<file path="src/rtl/rl_pkg.sv">
package rl_pkg;
  typedef enum logic [1:0] {ST_IDLE, ST_COPY, ST_RESULT} rl_state_e;
  localparam logic [1:0] REG_KEY  = 2'd0;
  localparam logic [1:0] REG_SEL  = 2'd1;
  localparam logic [1:0] REG_DEST = 2'd2;
  localparam logic [1:0] REG_CTRL = 2'd3;
  localparam logic [7:0] UNLOCK_KEY = 8'hA5;
  localparam int ERR_SEL_BIT  = 0;
  localparam int ERR_DEST_BIT = 1;
endpackage

</file>
<file path="src/rtl/rl_regs.sv">
module rl_regs
  import rl_pkg::*;
#(
  parameter int          AW         = 32,
  parameter logic [31:0] RAM_BASE   = 32'h0010_0000,
  parameter int          RAM_BYTES  = 4096,
  parameter int          COPY_WORDS = 8,
  parameter int          SELW       = 3,
  parameter int          IDXW       = 2
) (
  input  logic            clk,
  input  logic            rst_n,
  input  logic            csr_we,
  input  logic [1:0]      csr_addr,
  input  logic [31:0]     csr_wdata,
  output logic [31:0]     csr_rdata,
  input  logic            emu_mode,
  input  logic            fetch_in_ram,
  input  logic            busy,
  input  logic            done,
  output logic            go,
  output logic [7:0]      go_code,
  output logic [IDXW-1:0] go_idx,
  output logic [AW-1:0]   dest_q,
  output logic [7:0]      key_q
);
  localparam logic [AW-1:0] DEST_LO = AW'(RAM_BASE);
  localparam logic [AW-1:0] DEST_HI =
    AW'(RAM_BASE + 32'(RAM_BYTES) - 32'(4 * (COPY_WORDS + 1)));

  logic [SELW-1:0] sel_q;
  logic            wr_ok;
  logic            sel_bad, dest_bad;

  assign wr_ok = csr_we && !busy;

  always_ff @(posedge clk or negedge rst_n) begin
    if (!rst_n) begin
      key_q  <= '0;
      sel_q  <= '0;
      dest_q <= '0;
    end else begin
      if (done) sel_q <= '0;
      if (wr_ok) begin
        case (csr_addr)
          REG_KEY:  key_q  <= (csr_wdata[7:0] == UNLOCK_KEY) ? UNLOCK_KEY : 8'h00;
          REG_SEL:  sel_q  <= csr_wdata[SELW-1:0];
          REG_DEST: dest_q <= csr_wdata[AW-1:0];
          default:  ;
        endcase
      end
    end
  end

  assign go = wr_ok && (csr_addr == REG_CTRL) && csr_wdata[0] &&
              (key_q == UNLOCK_KEY) && !emu_mode && fetch_in_ram;

  always_comb begin
    go_idx = '0;
    for (int i = 0; i < SELW; i++)
      if (sel_q[i]) go_idx = IDXW'(i);
  end

  assign sel_bad  = ($countones(sel_q) != 1);
  assign dest_bad = (dest_q[1:0] != 2'b00) || (dest_q < DEST_LO) || (dest_q > DEST_HI);

  always_comb begin
    go_code = '0;
    go_code[ERR_SEL_BIT]  = sel_bad;
    go_code[ERR_DEST_BIT] = dest_bad;
  end

  always_comb begin
    case (csr_addr)
      REG_KEY:  csr_rdata = {24'h0, key_q};
      REG_SEL:  csr_rdata = 32'(sel_q);
      REG_DEST: csr_rdata = 32'(dest_q);
      default:  csr_rdata = {31'h0, busy};
    endcase
  end
endmodule

</file>
<file path="src/rtl/rl_copy.sv">
module rl_copy
  import rl_pkg::*;
#(
  parameter int AW         = 32,
  parameter int COPY_WORDS = 8,
  parameter int IDXW       = 2,
  parameter int SAW        = 5
) (
  input  logic            clk,
  input  logic            rst_n,
  input  logic            go,
  input  logic [7:0]      go_code,
  input  logic [IDXW-1:0] go_idx,
  input  logic [AW-1:0]   dest,
  output logic            rom_rd_en,
  output logic [SAW-1:0]  rom_rd_addr,
  input  logic [31:0]     rom_rd_data,
  output logic            ram_wr_valid,
  input  logic            ram_wr_ready,
  output logic [AW-1:0]   ram_wr_addr,
  output logic [31:0]     ram_wr_data,
  output logic [3:0]      ram_wr_strb,
  output logic            map_storage,
  output logic            busy,
  output logic            done
);
  localparam int CW = $clog2(COPY_WORDS + 1);

  rl_state_e      state;
  logic [CW-1:0]  rd_cnt, wr_cnt;
  logic [SAW-1:0] base_q;
  logic [7:0]     code_q;
  logic           inflight, wbuf_v;
  logic [31:0]    wbuf;
  logic           fire, issue, copy_v;

  assign copy_v = wbuf_v || inflight;
  assign fire   = ram_wr_valid && ram_wr_ready;
  assign issue  = (state == ST_COPY) && (rd_cnt < CW'(COPY_WORDS)) && (!copy_v || fire);

  assign rom_rd_en   = issue;
  assign rom_rd_addr = base_q + SAW'(rd_cnt);
  assign map_storage = (state == ST_COPY);
  assign busy        = (state != ST_IDLE);
  assign done        = (state == ST_RESULT) && fire;

  always_comb begin
    ram_wr_valid = 1'b0;
    ram_wr_addr  = dest;
    ram_wr_data  = {24'h0, code_q};
    ram_wr_strb  = 4'b0001;
    if (state == ST_COPY) begin
      ram_wr_valid = copy_v;
      ram_wr_addr  = dest + AW'(4) + AW'({wr_cnt, 2'b00});
      ram_wr_data  = wbuf_v ? wbuf : rom_rd_data;
      ram_wr_strb  = 4'b1111;
    end else if (state == ST_RESULT) begin
      ram_wr_valid = 1'b1;
    end
  end

  always_ff @(posedge clk or negedge rst_n) begin
    if (!rst_n) begin
      state    <= ST_IDLE;
      rd_cnt   <= '0;
      wr_cnt   <= '0;
      base_q   <= '0;
      code_q   <= '0;
      inflight <= 1'b0;
      wbuf_v   <= 1'b0;
      wbuf     <= '0;
    end else begin
      case (state)
        ST_IDLE: if (go) begin
          code_q <= go_code;
          base_q <= SAW'(go_idx) * SAW'(COPY_WORDS);
          rd_cnt <= '0;
          wr_cnt <= '0;
          state  <= (go_code != 8'h00) ? ST_RESULT : ST_COPY;
        end
        ST_COPY: begin
          inflight <= issue;
          if (issue) rd_cnt <= rd_cnt + 1'b1;
          wbuf_v <= copy_v && !fire;
          if (inflight && !wbuf_v) wbuf <= rom_rd_data;
          if (fire) begin
            wr_cnt <= wr_cnt + 1'b1;
            if (wr_cnt == CW'(COPY_WORDS - 1)) state <= ST_RESULT;
          end
        end
        ST_RESULT: if (fire) state <= ST_IDLE;
        default: state <= ST_IDLE;
      endcase
    end
  end
endmodule

</file>
<file path="src/rtl/rl_irq_hold.sv">
module rl_irq_hold #(
  parameter int IRQ_N = 4
) (
  input  logic             clk,
  input  logic             rst_n,
  input  logic             busy,
  input  logic [IRQ_N-1:0] irq_in,
  output logic [IRQ_N-1:0] irq_out
);
  logic [IRQ_N-1:0] pend_q;

  assign irq_out = busy ? '0 : (irq_in | pend_q);

  always_ff @(posedge clk or negedge rst_n) begin
    if (!rst_n) pend_q <= '0;
    else if (busy) pend_q <= pend_q | irq_in;
    else pend_q <= '0;
  end
endmodule

</file>
<file path="src/rtl/rtn_loader.sv">
module rtn_loader
  import rl_pkg::*;
#(
  parameter int          AW         = 32,
  parameter logic [31:0] RAM_BASE   = 32'h0010_0000,
  parameter int          RAM_BYTES  = 4096,
  parameter int          COPY_WORDS = 8,
  parameter int          NUM_ERASE  = 2,
  parameter int          IRQ_N      = 4,
  parameter int          SELW       = NUM_ERASE + 1,
  parameter int          IDXW       = (SELW > 1) ? $clog2(SELW) : 1,
  parameter int          SAW        = $clog2(SELW * COPY_WORDS)
) (
  input  logic             clk,
  input  logic             rst_n,
  input  logic             csr_we,
  input  logic [1:0]       csr_addr,
  input  logic [31:0]      csr_wdata,
  output logic [31:0]      csr_rdata,
  input  logic             emu_mode,
  input  logic             fetch_in_ram,
  output logic             rom_rd_en,
  output logic [SAW-1:0]   rom_rd_addr,
  input  logic [31:0]      rom_rd_data,
  output logic             ram_wr_valid,
  input  logic             ram_wr_ready,
  output logic [AW-1:0]    ram_wr_addr,
  output logic [31:0]      ram_wr_data,
  output logic [3:0]       ram_wr_strb,
  output logic             map_storage,
  output logic             busy,
  input  logic [IRQ_N-1:0] irq_in,
  output logic [IRQ_N-1:0] irq_out
);
  logic            go, done;
  logic [7:0]      go_code, key_q;
  logic [IDXW-1:0] go_idx;
  logic [AW-1:0]   dest_q;

  rl_regs #(
    .AW(AW), .RAM_BASE(RAM_BASE), .RAM_BYTES(RAM_BYTES),
    .COPY_WORDS(COPY_WORDS), .SELW(SELW), .IDXW(IDXW)
  ) u_regs (
    .clk(clk), .rst_n(rst_n), .csr_we(csr_we), .csr_addr(csr_addr),
    .csr_wdata(csr_wdata), .csr_rdata(csr_rdata), .emu_mode(emu_mode),
    .fetch_in_ram(fetch_in_ram), .busy(busy), .done(done), .go(go),
    .go_code(go_code), .go_idx(go_idx), .dest_q(dest_q), .key_q(key_q)
  );

  rl_copy #(
    .AW(AW), .COPY_WORDS(COPY_WORDS), .IDXW(IDXW), .SAW(SAW)
  ) u_copy (
    .clk(clk), .rst_n(rst_n), .go(go), .go_code(go_code), .go_idx(go_idx),
    .dest(dest_q), .rom_rd_en(rom_rd_en), .rom_rd_addr(rom_rd_addr),
    .rom_rd_data(rom_rd_data), .ram_wr_valid(ram_wr_valid),
    .ram_wr_ready(ram_wr_ready), .ram_wr_addr(ram_wr_addr),
    .ram_wr_data(ram_wr_data), .ram_wr_strb(ram_wr_strb),
    .map_storage(map_storage), .busy(busy), .done(done)
  );

  rl_irq_hold #(.IRQ_N(IRQ_N)) u_irq (
    .clk(clk), .rst_n(rst_n), .busy(busy), .irq_in(irq_in), .irq_out(irq_out)
  );
endmodule

</file>
<file path="config.mk">
export PLATFORM = sky130hd
export DESIGN_NAME = rtn_loader
export DESIGN_NICKNAME = d
export VERILOG_FILES = /design/src/rtl/rl_pkg.sv /design/src/rtl/rl_regs.sv /design/src/rtl/rl_copy.sv /design/src/rtl/rl_irq_hold.sv /design/src/rtl/rtn_loader.sv
export SDC_FILE = /design/constraint.sdc
export NUM_CORES = 1
export LEC_CHECK = 0
export BUFFER_PORTS_ARGS = -buffer_cell sky130_fd_sc_hd__buf_2
export CORE_ASPECT_RATIO = 0.75
export CORE_MARGIN = 2
export CORE_UTILIZATION = 56
export DETAILED_ROUTE_END_ITERATION = 12
export PLACE_DENSITY = 0.87
export SETUP_SLACK_MARGIN = 0.15
export SLEW_MARGIN = 20
export SYNTH_ARGS = -nofsm -noshare
export SYNTH_HDL_FRONTEND = slang
export SYNTH_HIERARCHICAL = 1
export SYNTH_SLANG_ARGS = --single-unit
</file>
<file path="constraint.sdc">
create_clock -name clk -period 8.3 [get_ports clk]
set_clock_uncertainty 0.2 [all_clocks]
set_input_delay 1.66 -clock clk [delete_from_list [all_inputs] [get_ports clk]]
set_output_delay 1.66 -clock clk [all_outputs]
set_load 0.005 [all_outputs]
</file>
# [Word level (Yosys, flattened, before mapping)]
# Index checks and enable logic that the tools add are counted.
# W data, S select, Z words.
[totals] reg_bits=95 in_bits=76 out_inout_bits=113 elab_cells=97
[op_classes] addsub=7 n_lt_le_gt_ge=3 n_eq_ne=14 muxes=26 bitwise_logic=1 reduce_logical=34
[ops] operator="$mux W32" n=3
[ops] operator="$pmux W32 S3" n=1
[ops] operator="$add A32 B1 Y32" n=1
[ops] operator="$add A32 B3 Y32 const B" n=1
[ops] operator="$add A32 B6 Y32" n=1
[ops] operator="$gt A32 B21 Y1 const B" n=1
[ops] operator="$lt A32 B21 Y1 const B" n=1
[ops] operator="$ne A32 B2 Y1 const B" n=1
[ops] operator="$mux W4" n=6
[ops] operator="$eq A8 B8 Y1 const B" n=2
[ops] operator="$pmux W4 S2" n=2
[ops] operator="$logic_and A1 B1 Y1" n=12
[ops] operator="$mux W2" n=6
[ops] operator="$mux W3" n=3
[ops] operator="$add A4 B1 Y4 const B" n=2
[ops] operator="$mux W8" n=1
[ops] operator="$reduce_and A2 Y1" n=4
[ops] operator="$reduce_bool A8 Y1" n=1
[ops] operator="$eq A2 B2 Y1 const B" n=3
[ops] operator="$ne A2 B1 Y1 const B" n=3
[ops] operator="$pmux W2 S3" n=1
[ops] operator="$reduce_and A3 Y1" n=2
[ops] operator="$reduce_bool A2 Y1" n=3
[ops] operator="$add A5 B4 Y5" n=1
[ops] operator="other kinds (11)" n=23

# [Longest topological paths before layout]
[depth] word_depth=10 depth_mapped=10 mapped_depth_nobuf=10

# [By module]
# Netlist, hierarchy kept.
[by_module_without_submodules] module="rl_copy" n_inst=1 cells_per_inst=395 area_each_um2=3714.8 seq_area_each_um2=1351.3
[by_module_without_submodules] module="rl_regs" n_inst=1 cells_per_inst=166 area_each_um2=1949.4 seq_area_each_um2=900.9
[by_module_without_submodules] module="rl_irq_hold" n_inst=1 cells_per_inst=12 area_each_um2=170.2 seq_area_each_um2=100.1

# [Worst setup path after synthesis]
# No wires, ideal clock.
[synth_timing] path_kind="input-to-output" from="input csr_addr[1]" to="output csr_rdata[11]" t_arrival_ns=2.372 required_time_ns=6.440 slack_ns=4.068 path_stages=4 n_path_buf=2 cell_sequence="nor2b_1 > clkbuf_1 > clkbuf_1 > and2_1"
[synth_between] elab_chain_cells=2 word_cells_on_any_way=4 cone_classes="eq/ne (2); mux (1); reduce/logical (1)"
[synth_rtl] element="start: declaration" line_no="rtn_loader.sv:17" text="input logic [1:0] csr_addr,"
[synth_rtl] element="$eq A2 B2 Y1, or another cell as far along" line_no="rl_regs.sv:74" text="case (csr_addr)"
[synth_rtl] element="$pmux W32 S3 (*)" line_no="rl_regs.sv:74"
[synth_rtl] element="end: declaration" line_no="rtn_loader.sv:19" text="output logic [31:0] csr_rdata,"
# Mark *: on every way between the ends. The rest lies on a longest branch, timed or not.

# [Worst setup path after layout]
[layout_timing] from="register u_copy.wr_cnt[1]" to="output ram_wr_addr[23]"
[layout_between] elab_chain_cells=2
[layout_rtl] element="start: declaration" line_no="rl_copy.sv:30" text="logic [CW-1:0] rd_cnt, wr_cnt;"
[layout_rtl] element="start signal: assignment" line_no="rl_copy.sv:87" text="wr_cnt <= wr_cnt + 1'b1;"
[layout_rtl] element="$add A32 B6 Y32" line_no="rl_copy.sv:54" text="ram_wr_addr = dest + AW'(4) + AW'({wr_cnt, 2'b00});"
[layout_rtl] element="$mux W32" line_no="rl_copy.sv:52" text="if (state == ST_COPY) begin"
[layout_rtl] element="end: declaration" line_no="rtn_loader.sv:27" text="output logic [AW-1:0] ram_wr_addr,"
# Every way passes these cells.

==> run_results.csv <==
group,metric,value,unit
outcome,status,"complete, no violations",
die,die_w,121.3,µm
power,p_leak,3.643,nW
final_layout,drive_gt1_share,40.03,%
timing,period_minus_slack,4.917,ns
clock_network,clockBufferDepth,2,
synth,syn_area,5782,µm²
clock_network,cts.clk_slew.worst_paths,0.07,ns
place,dp_hpwl,11.22,mm
drt,drt_wl_total,14.91,mm
global_route,grt_max_degree,53,
global_route,grt_pass1_vias,4786,
clock_network,cts-root-buf,"clkbuf_16",
die,io_pins,189,
synth,netlist_instances,566,
timing,fmax,203.4,MHz
clock_network,numCtsBuffers,9,
clock_network,htree_levels,3,
clock_network,post-cts-setup-buffers,0,
setup_path,critPathMaxFanout,9,
final_layout,instances_no_fill,868,
drt,via_per_inst,5.606,
place,placed_area,6643,µm²
flow_run,drv_cap,0,
setup_path,required,6.44,ns
synth,yosysWarnings,6,
timing,timing.slew.headroom,32.28,%
final_layout,areaGrowthSynthToFinish,19.80,%
final_layout,final_nets,816,
setup_path,crit_arrival,3.06,ns
die,core-area,10170,µm²
global_route,grt_pass1_wl,23.91,mm
place,gp_congestion,0.9076,
place,placed_cells,852,
timing,tns,0,ns
timing,setup_viol,0,
final_layout,fin_area,6927,µm²
drt,ant_nets,0,
power,powerDensity,167.0,nW/µm²
drt,drc,0,
global_route,antenna_found_initial,0,
setup_path,critical_path_class,"flip-flop to primary output",
drt,drtIter0Drc,318,
timing,finalMaxSlewViolations,0,
die,dieHeight,92.00,µm
timing,finalHoldViolCount,0,
hold_path,min_path_type,"flip-flop to flip-flop",
synth,syn_avg_cell_area,10.22,µm²
drt,dr.pass1.iters,4,
die,initial_utilization,56.85,%
final_layout,antenna_cells,0,
clock_network,cts_tree,"yes",
setup_path,endpoint_kind,"primary output",
place,portBuffers,187,
clock_network,cts_hold_buf,0,
global_route,grt_usage,27.11,%
setup_path,startpoint_type,"flip-flop",
die,dieArea,11160,µm²
timing,rsz0062_at_grt,"false",
drt,wire_per_inst,17.18,µm
timing,worstMarginPinSlew,1.016,ns
die,rows,32,
power,ir_drop,0.1361,mV
clock_network,cts.repair.resized,0,
timing,fin_crit_sh,59.25,%
global_route,grt_overflow_total,0,
clock_network,cts.sinks,94,
drt,vias,4866,
clock_network,clock_latency,0.34,ns
==> cell type report <==
cell class	count	area (µm²)
clock inverters	6	45.04
inverters	18	67.56
well taps	136	170.2
fillers	808	3243
clock buffers	10	239.0
flip-flops and latches	94	2354
repair buffers	191	968.4
multi-input cells	413	3083
==> sequential cells by signal (all words and copies together) (netlist names) <==
register / cells
u_copy/base_q: 2
u_copy/code_q: 8
u_copy/inflight: 1
u_copy/rd_cnt: 4
u_copy/state: 2
u_copy/wbuf: 32
u_copy/wbuf_v: 1
u_copy/wr_cnt: 4
u_irq/pend_q: 4
u_regs/dest_q: 32
u_regs/key_q: 1
u_regs/sel_q: 3
==> critical path: stages (launching register included) <==
cell and delay (ns):
dfrtp_1 0.41, ha_1 0.29, ha_1 0.19, inv_1 0.07
fa_1 0.40, nand2b_1 0.20, a21oi_1 0.53, nor4b_2 0.35
xor2_1 0.17, buf_2 0.13
==> layout by cell type, fill, tap and decap left out, drive strengths merged, types with 7 or more instances in the layout <==
cell type / n
a21oi: 8
and2: 30
buf: 191
clkbuf: 10
conb: 7
dfrtp: 94
ha: 11
inv: 20
mux2: 67
mux2i: 33
nand2: 65
nand3: 13
nand4: 12
nor2: 40
nor4: 11
o21ai: 21
xnor2: 17
xor2: 12
==> path summary, 6_finish.rpt <==
check | start | end | cells past startpoint | slack (ns)
max | u_copy/wr_cnt[1] | ram_wr_addr[23] | 9 | 3.38
min | u_irq/pend_q[1] | u_irq/pend_q[1] | 1 | 0.28
max reg2reg | u_copy/state[1] | u_copy/wbuf[15] | 6 | 5.19
min reg2reg | u_irq/pend_q[1] | u_irq/pend_q[1] | 1 | 0.28
max in group asynchronous | rst_n | u_copy/wbuf[12] | 2 | 5.71
min in group asynchronous | rst_n | u_regs/dest_q[14] | 1 | 1.11
==> routing by layer <==
layer  track usage [%]  part of all wire (%)
met1             38.19                    45
met2             42.28                    47
met3             5.473                   5.8
met4             8.621                   2.4
met5                 0                     0
==> report_power, final <==
part / internal [mW] / total, mW / switching [mW]
registers: 0.491 / 0.552 / 0.0604
clock network: 0.213 / 0.394 / 0.180
logic: 0.111 / 0.212 / 0.101
total: 0.816 / 1.16 / 0.341
==> through the flow <==
step	setup WS, ns	power, mW	hold slack (ns)	util, %
floorplan	4.068	0.6640	0.2445	-
global placement	3.812	0.7573	0.2624	65.32
detailed placement	3.750	0.7690	0.2644	65.32
CTS	3.371	1.164	0.2845	68.11
global route	3.181	1.211	0.3039	68.11
finish	3.383	1.157	0.2836	68.11
Note: power is estimated with default switching activity, not from simulation.
